[config.mk]
export PLATFORM = sky130hd
export DESIGN_NAME = mw_erase_slave
export DESIGN_NICKNAME = d
export VERILOG_FILES = /design/src/rtl/mw_erase_slave.sv
export SDC_FILE = /design/constraint.sdc
export NUM_CORES = 2
export LEC_CHECK = 0
export BUFFER_PORTS_ARGS = -buffer_cell sky130_fd_sc_hd__buf_2
export CAP_MARGIN = 10
export CORE_MARGIN = 2
export CORE_UTILIZATION = 25
export CTS_BUF_LIST = sky130_fd_sc_hd__clkbuf_4 sky130_fd_sc_hd__clkbuf_8
export DETAILED_ROUTE_END_ITERATION = 6
export GPL_ROUTABILITY_DRIVEN = 0
export GPL_TIMING_DRIVEN = 0
export HOLD_SLACK_MARGIN = 0.1
export PLACE_DENSITY = 0.48
export RECOVER_POWER = 100
export SLEW_MARGIN = 20
export SYNTH_ARGS = -nofsm -noshare
export SYNTH_HDL_FRONTEND = slang
export SYNTH_SLANG_ARGS = --single-unit
export TNS_END_PERCENT = 50
[constraint.sdc]
create_clock -name clk -period 4 [get_ports clk]
set_input_delay 0.8 -clock clk [delete_from_list [all_inputs] [get_ports clk]]
set_output_delay 0.8 -clock clk [all_outputs]
set_load 0.1 [all_outputs]
[src/rtl/mw_erase_slave.sv]
module mw_erase_slave #(
  parameter int ADDR_W = 7,
  parameter int DATA_W = 16,
  parameter int TWC = 200,
  parameter int TCSL = 25,
  parameter logic [DATA_W-1:0] SEED = 16'hA5C3
) (
  input  logic              clk,
  input  logic              rst_n,
  input  logic              cs,
  input  logic              sclk,
  input  logic              di,
  output logic              dout,
  output logic              dout_oe,
  input  logic [ADDR_W-1:0] peek_addr,
  output logic [DATA_W-1:0] peek_data
);
  localparam int DEPTH = 1 << ADDR_W;
  localparam int FRAME = ADDR_W + 2;
  localparam int CW = $clog2(FRAME + 1);
  localparam int TW = $clog2(TWC + 1);
  localparam int LW = $clog2(TCSL + 1);

  typedef enum logic [1:0] {S_IDLE, S_SHIFT, S_DONE} st_t;

  logic [2:0] cs_p, ck_p;
  logic [1:0] di_p;
  logic cs_s, di_s, cs_fall, cs_rise, ck_rise;

  always_ff @(posedge clk or negedge rst_n)
    if (!rst_n) begin
      cs_p <= '0;
      ck_p <= '0;
      di_p <= '0;
    end else begin
      cs_p <= {cs_p[1:0], cs};
      ck_p <= {ck_p[1:0], sclk};
      di_p <= {di_p[0], di};
    end

  assign cs_s    = cs_p[1];
  assign di_s    = di_p[1];
  assign cs_fall = cs_p[2] & ~cs_p[1];
  assign cs_rise = ~cs_p[2] & cs_p[1];
  assign ck_rise = ~ck_p[2] & ck_p[1];

  st_t st;
  logic [CW-1:0] bcnt;
  logic [FRAME-2:0] sr;
  logic [FRAME-1:0] word;
  logic frame_end, start_bit;

  assign word      = {sr, di_s};
  assign frame_end = cs_s & ck_rise & (st == S_SHIFT) & (bcnt == CW'(FRAME - 1));
  assign start_bit = cs_s & ck_rise & (st == S_IDLE) & di_s;

  always_ff @(posedge clk or negedge rst_n)
    if (!rst_n) begin
      st   <= S_IDLE;
      bcnt <= '0;
      sr   <= '0;
    end else if (!cs_s) begin
      st   <= S_IDLE;
      bcnt <= '0;
    end else if (ck_rise) begin
      case (st)
        S_IDLE: if (di_s) begin
          st   <= S_SHIFT;
          bcnt <= '0;
        end
        S_SHIFT: begin
          sr   <= word[FRAME-2:0];
          bcnt <= bcnt + 1'b1;
          if (bcnt == CW'(FRAME - 1)) st <= S_DONE;
        end
        default: st <= S_DONE;
      endcase
    end

  logic wen, pend, all_q, busy, armed, stat_en, fin;
  logic [ADDR_W-1:0] cmd_addr;
  logic [TW-1:0] tcnt;
  logic [LW-1:0] lowcnt;
  logic [1:0] op, pre;
  logic [DATA_W-1:0] mem [DEPTH];

  assign op  = word[FRAME-1:FRAME-2];
  assign pre = word[ADDR_W-1:ADDR_W-2];
  assign fin = busy && (tcnt == TW'(1));

  always_ff @(posedge clk or negedge rst_n)
    if (!rst_n) begin
      wen      <= 1'b0;
      pend     <= 1'b0;
      all_q    <= 1'b0;
      cmd_addr <= '0;
    end else if (cs_fall) begin
      pend <= 1'b0;
    end else if (frame_end && !busy) begin
      if (op == 2'b11) begin
        pend     <= 1'b1;
        all_q    <= 1'b0;
        cmd_addr <= word[ADDR_W-1:0];
      end else if (op == 2'b00) begin
        case (pre)
          2'b11: wen <= 1'b1;
          2'b00: wen <= 1'b0;
          2'b10: begin
            pend  <= 1'b1;
            all_q <= 1'b1;
          end
          default: ;
        endcase
      end
    end

  always_ff @(posedge clk or negedge rst_n)
    if (!rst_n) begin
      busy <= 1'b0;
      tcnt <= '0;
    end else if (cs_fall && pend && wen && !busy) begin
      busy <= 1'b1;
      tcnt <= TW'(TWC);
    end else if (busy) begin
      tcnt <= tcnt - 1'b1;
      if (tcnt == TW'(1)) busy <= 1'b0;
    end

  function automatic logic [DATA_W-1:0] init_word(input int i);
    logic [DATA_W-1:0] v;
    v = DATA_W'(i) | (DATA_W'(i) << (DATA_W / 2));
    return SEED ^ v;
  endfunction

  always_ff @(posedge clk or negedge rst_n)
    if (!rst_n) begin
      for (int i = 0; i < DEPTH; i++) mem[i] <= init_word(i);
    end else if (fin) begin
      if (all_q) begin
        for (int i = 0; i < DEPTH; i++) mem[i] <= '1;
      end else begin
        mem[cmd_addr] <= '1;
      end
    end

  always_ff @(posedge clk or negedge rst_n)
    if (!rst_n) lowcnt <= '0;
    else if (cs_s) lowcnt <= '0;
    else if (lowcnt != LW'(TCSL)) lowcnt <= lowcnt + 1'b1;

  always_ff @(posedge clk or negedge rst_n)
    if (!rst_n) begin
      stat_en <= 1'b0;
      armed   <= 1'b0;
    end else begin
      if (stat_en && (cs_fall || start_bit)) begin
        stat_en <= 1'b0;
        armed   <= 1'b0;
      end else if (cs_rise && armed && lowcnt >= LW'(TCSL)) begin
        stat_en <= 1'b1;
      end
      if (cs_fall && pend && wen && !busy) armed <= 1'b1;
    end

  assign dout_oe   = stat_en & cs_s;
  assign dout      = stat_en & cs_s & ~busy;
  assign peek_data = mem[peek_addr];
endmodule

After elaboration in Yosys (flattened, before gate mapping):

Index checks and enable logic that the tools add are counted.

* register bits after elaboration: 2096
* latch bits: 0
* memory bits (writable): 0
* bits in read-only memories: 0
* bits of input ports: 12
* output and inout port bits: 18
* logic and storage cells: 244
* memories kept: 0

* add/sub/neg operators: 3
* $mul: 0
* div/mod/pow operators: 0
* order comparisons: 4
* equality and inequality tests: 11
* shifts and indexed selects: 0
* multiplexer cells: 33
* bitwise gates (word level): 19
* reductions and logical operators: 31

Operator list (number)
* 2048-bit 2-to-1 mux: 1
* 2048-bit OR: 1
* 16-bit binary-select mux with 7-bit select: 1
* 16-bit demux with 7-bit select: 1
* 16-bit 2-to-1 mux: 3
* 8-bit >= comparator, second input constant: 2
* 8-bit 2-to-1 mux: 2
* 7-bit NOT with 8-bit output: 2
* 2-bit nonzero test: 8
* 3-bit AND reduction: 5
* 1-bit 2-to-1 mux: 13
* 4-bit 2-to-1 mux: 3
* 1-bit AND: 10
* 5-bit 2-to-1 mux: 2
* 1-bit logical AND: 9
* 8-bit by 1-bit == test with 1-bit output, second input constant: 1
* 8-bit by 1-bit < comparator with 1-bit output, second input constant: 1
* 2-bit 2-to-1 mux: 4
* 4-bit case mux with 2 select lines: 1
* 8-bit by 1-bit subtractor with 8-bit output, second input constant: 1
* 2-bit == test, second input constant: 3
* 2-bit zero test: 3
* 1-bit NOT: 6
* 3-bit nonzero test: 2
* 16 further kinds: 16

Logic depth before layout (Yosys ltp):

* depth in word-level cells: 9
* depth in mapped cells: 8
* depth with buffers taken out: 6

Worst setup path after synthesis:

Ideal clock, no wire load.

* path kind: input -> output
* start: input peek_addr[0]
* end: output peek_data[0]
* data arrival time: 3.411 ns
* path slack: -0.211 ns
* stages: 6
* path buffers: 2
* cells stage by stage: buf_2 > clkbuf_1 > mux4_2 > mux4_2 > mux4_2 > mux2_2

* longest elaborated chain between the ends: 4

RTL lines
* start: declaration: line 15 `input logic [ADDR_W-1:0] peek_addr,`
* 7-bit NOT with 8-bit output (not written as such): line 167 `assign peek_data = mem[peek_addr];`
* 16-bit binary-select mux with 7-bit select: line 167
* 16-bit 2-to-1 mux (not written as such) (2 in a row): line 167
* end: declaration: line 16 `output logic [DATA_W-1:0] peek_data`

Every way passes these cells. The select of a mux whose other input is x is not followed.

Final worst setup path:

* start: input peek_addr[0]
* end: output peek_data[10]

The elaborated chain is that of the path after synthesis.

==> flow_summary.yaml <==
placed_design:
  post_dp_cell_area_um2: 92190
  dpl.cell_count: 10165
  dpl.hpwl_um: 167700
  portBuffers: 23
floorplan:
  rows: 214
  die_area_um2: 347100
  chipHeight_um: 589.2
  initial_core_util: 0.2515
  ios: 30
  dieWidth_um: 589.2
  coreArea_um2: 340300
timing:
  fin_setup_tns_ns: -27.98
  slew_violations: 342
  max_freq_mhz: 213.4
  rsz0062_at_grt: "true"
  setup_slack_ns: -0.6854
  tightest_slew_ns: 3.133
  hold_slack_ns: 0.2457
  hold_viol: 0
  fin_skew_ns: 0.07035
  setup_viol: 229
  post-route-period-util: 1.171
  period_needed_ns: 4.685
  max_slew_margin: -1.089
worst_setup_path:
  slowest_delay_ns: 0.69
  crit_family: "multiplexers"
  worstPathArrival_ns: 3.89
  worstSetupPathType: "input pin to output pin"
  cpMaxStageDelayCell: "mux4_2"
  endpoint_kind: "output pin"
  path_cells: "buf_16 > buf_16 > buf_16 > mux4_2 > mux4_2 > mux4_2 > mux2_4 > buf_12"
  crit_path_start_kind: "input pin"
  worst_ep_required_time_ns: 3.20
  crit_buf_inv: 4
  reg2reg_to: "mem[1820]"
  crit_fanout: 7
  r2r-start: "cmd_addr[1]"
  regToRegSetupSlack_ns: -0.26
  rr_worst_depth: 8
logic_synthesis:
  yosysWarnings: 0
  yosys-top-cells-area: "dfstp_2 (35%), dfrtp_1 (28%), mux4_2 (18%)"
  synth_top_cell_by_area: "dfstp_2"
  synthCells: 5584
  ys_types: 46
  synth_edf_count: 0
  yosys.area.top_type_share: 0.3536
  netlist_area_um2: 85600
  synth.avg_cell_area_um2: 15.33
  ys_seq_area_frac: 0.6296
  ys_ff_latch: 2096
  syn_nets: 5606
  ys.flop_type: "dfstp_2"
  async_reset_ff_frac: 1.000
clock_network:
  cts_tree: "done"
  clkTransAtPathRegs_ns: 0.05
  numClockSinks: 2096
  cts-htree-levels: 5
  cts_buffers: 373
  clk_latency_ns: 1.05
  cts_root_buf: "clkbuf_8"
  cts_buffer_depth: 4
final_layout:
  syn2layout_area_growth_pct: 18.94
  multi_input_area_um2: 30410
  final_cell_area_um2: 101800
  layout.area.seq_um2: 53890
  drive_above_1_share: 0.7568
  nFillCells: 33718
  final_cells: 10897
  nets: 6056
grt:
  grt_first_pass_wirelength_um: 362500
  antenna_found_initial: 22
  grt_max_degree: 152
  grt_pass1_vias: 51714
  grtUsageTotal: 0.1400
  overflow: 0
detailed_routing:
  postRouteAntennaNets: 0
  detail_route.wl_per_cell_um: 22.35
  drt_pass1_iterations: 6
  avgViaCountPerCell: 4.387
  vias: 47804
  dr.first_iter.drc_count: 2878
  route.detailed.drc: 0
  wl_um: 243500
power:
  p_per_area_nw_per_um2: 440.0
  finalPower_mw: 44.80
  p_leak_nw: 49.12
  max-vdd-ir-drop_mv: 0.2065
status:
  status: "finished, violations left"
  violations: "max-capacitance violations, max-slew violations, negative setup slack"
job:
  cap_violations: 3
min_path:
  min_path_type: "input pin to asynchronous set/reset pin"
-- flip-flops by register name, summed over array words and instances, names as in the netlist --
name      cells
all_q         1
armed         1
bcnt          4
busy          1
ck_p          3
cmd_addr      7
cs_p          3
di_p          2
lowcnt        5
mem        2048
pend          1
sr            8
st            2
stat_en       1
tcnt          8
wen           1
-- what timing repair did --
action                                 in CTS  in global routing
setup endpoints to repair                  56                293
cloned                                      5                  3
hold buffers                                4                  0
endpoints found under the hold margin      50                  0
buffers inserted                            9                 10
gates resized for setup                   249                 23
-- worst max-delay path by stage --
stage,cells past startpoint,from,end,slack (ns)
final,8,peek_addr[0],peek_data[10],-0.69
after global routing,5,mem[41],peek_data[9],-0.70
after CTS,5,mem[41],peek_data[9],-0.75
after detailed placement,8,peek_addr[0],peek_data[10],-1.69
after global placement,1,rst_n,mem[902],-42.36
after floorplan,7,peek_addr[0],peek_data[0],0.0009
-- power breakdown --
| part | internal, mW | switching (mW) |
|---|---|---|
| sequential | 21.3 | 0.0102 |
| clock | 12.7 | 9.34 |
| combinational | 0.461 | 0.994 |
-- stage by stage --
| stage | setup slack, ns | utilization |
|---|---|---|
| floorplan | 0.0009452 | - |
| global placement | -42.36 | 0.2692 |
| detailed placement | -1.685 | 0.2709 |
| CTS | -0.7501 | 0.2990 |
| global route | -0.6957 | 0.2992 |
| finish | -0.6854 | 0.2992 |
-- Yosys cell counts (5+ instances only) --
library cell  instances
mux2_2               29
buf_1                39
nor4bb_1              6
and4b_1               5
nor2b_1               6
a21oi_1             131
clkbuf_1            244
nand2_1              13
dfrtp_1             944
mux4_2              672
buf_2                55
o21ai_0              11
nor2_1              140
inv_1                15
nor4b_1               5
or2_2              2049
ha_1                 10
dfstp_2            1152
-- routing by layer --
layer / vias up / global-route usage / share of wire / wire length [um]
met5: - / 0 / 0.00019 / 47
met4: 6 / 0.04598 / 0.032 / 7788
met3: 410 / 0.02491 / 0.046 / 11160
met2: 1051 / 0.2208 / 0.47 / 114500
met1: 26236 / 0.1945 / 0.45 / 110100
li1: 20101 / - / - / -
-- cells by family (layout without fill, tap and decap cells) --
logic type,after synthesis,count (layout),share of synthesized area
buffers and inverters,354,1130,0.01641
AO/OA/AOI/OAI,157,157,0.009676
flip-flops,2096,2096,0.6296
adder cells (fa/ha/maj),10,10,0.001462
AND/OR/NAND/NOR,2258,2258,0.1614
multiplexers,703,703,0.1808
XOR/XNOR,6,6,0.0006139
other,0,1,0
-- worst register-to-register path, cell delays in order (launching register included) --
cell and delay [ns]:
dfrtp_1 0.32, clkbuf_1 0.31, and3b_1 0.22, clkbuf_1 0.82, clkbuf_1 1.03, a21oi_1 0.17
nor2_1 0.71, clkbuf_1 0.45, or2_2 0.19
-- cells in the final DEF, fill, tap and decap left out, types with 8 or more instances in the layout --
| master | netlist | layout |
|---|---|---|
| buf_12 | 0 | 27 |
| mux2_4 | 0 | 16 |
| inv_1 | 15 | 15 |
| buf_1 | 39 | 14 |
| mux2_2 | 29 | 13 |
| buf_8 | 0 | 9 |
| dfstp_2 | 1152 | 1152 |
| ha_1 | 10 | 10 |
| clkbuf_8 | 0 | 474 |
| buf_16 | 0 | 26 |
| buf_2 | 55 | 14 |
| clkbuf_2 | 0 | 22 |
| a21oi_1 | 131 | 131 |
| nand2_1 | 13 | 13 |
| o21ai_0 | 11 | 11 |
| dfrtp_1 | 944 | 944 |
| mux4_2 | 672 | 672 |
| clkbuf_4 | 0 | 202 |
| buf_6 | 1 | 25 |
| bufinv_16 | 0 | 8 |
| clkinvlp_4 | 0 | 8 |
| or2_2 | 2049 | 2049 |
| buf_4 | 0 | 37 |
| nor2_1 | 140 | 140 |
| clkbuf_1 | 244 | 194 |
| clkinv_2 | 0 | 25 |
-- layout make-up --
cell class                      instances  area share
Sequential cell                      2096      0.5293
Timing Repair Buffer                   75     0.01163
Buffer                                339     0.02185
Clock inverter                         59    0.006317
Tap cell                             4536     0.05574
Inverter                               15   0.0005530
Multi-Input combinational cell       3134      0.2986
Clock buffer                          642     0.07591
Antenna cell                            1  0.00002458
Note: power is estimated with default switching activity, not from simulation.
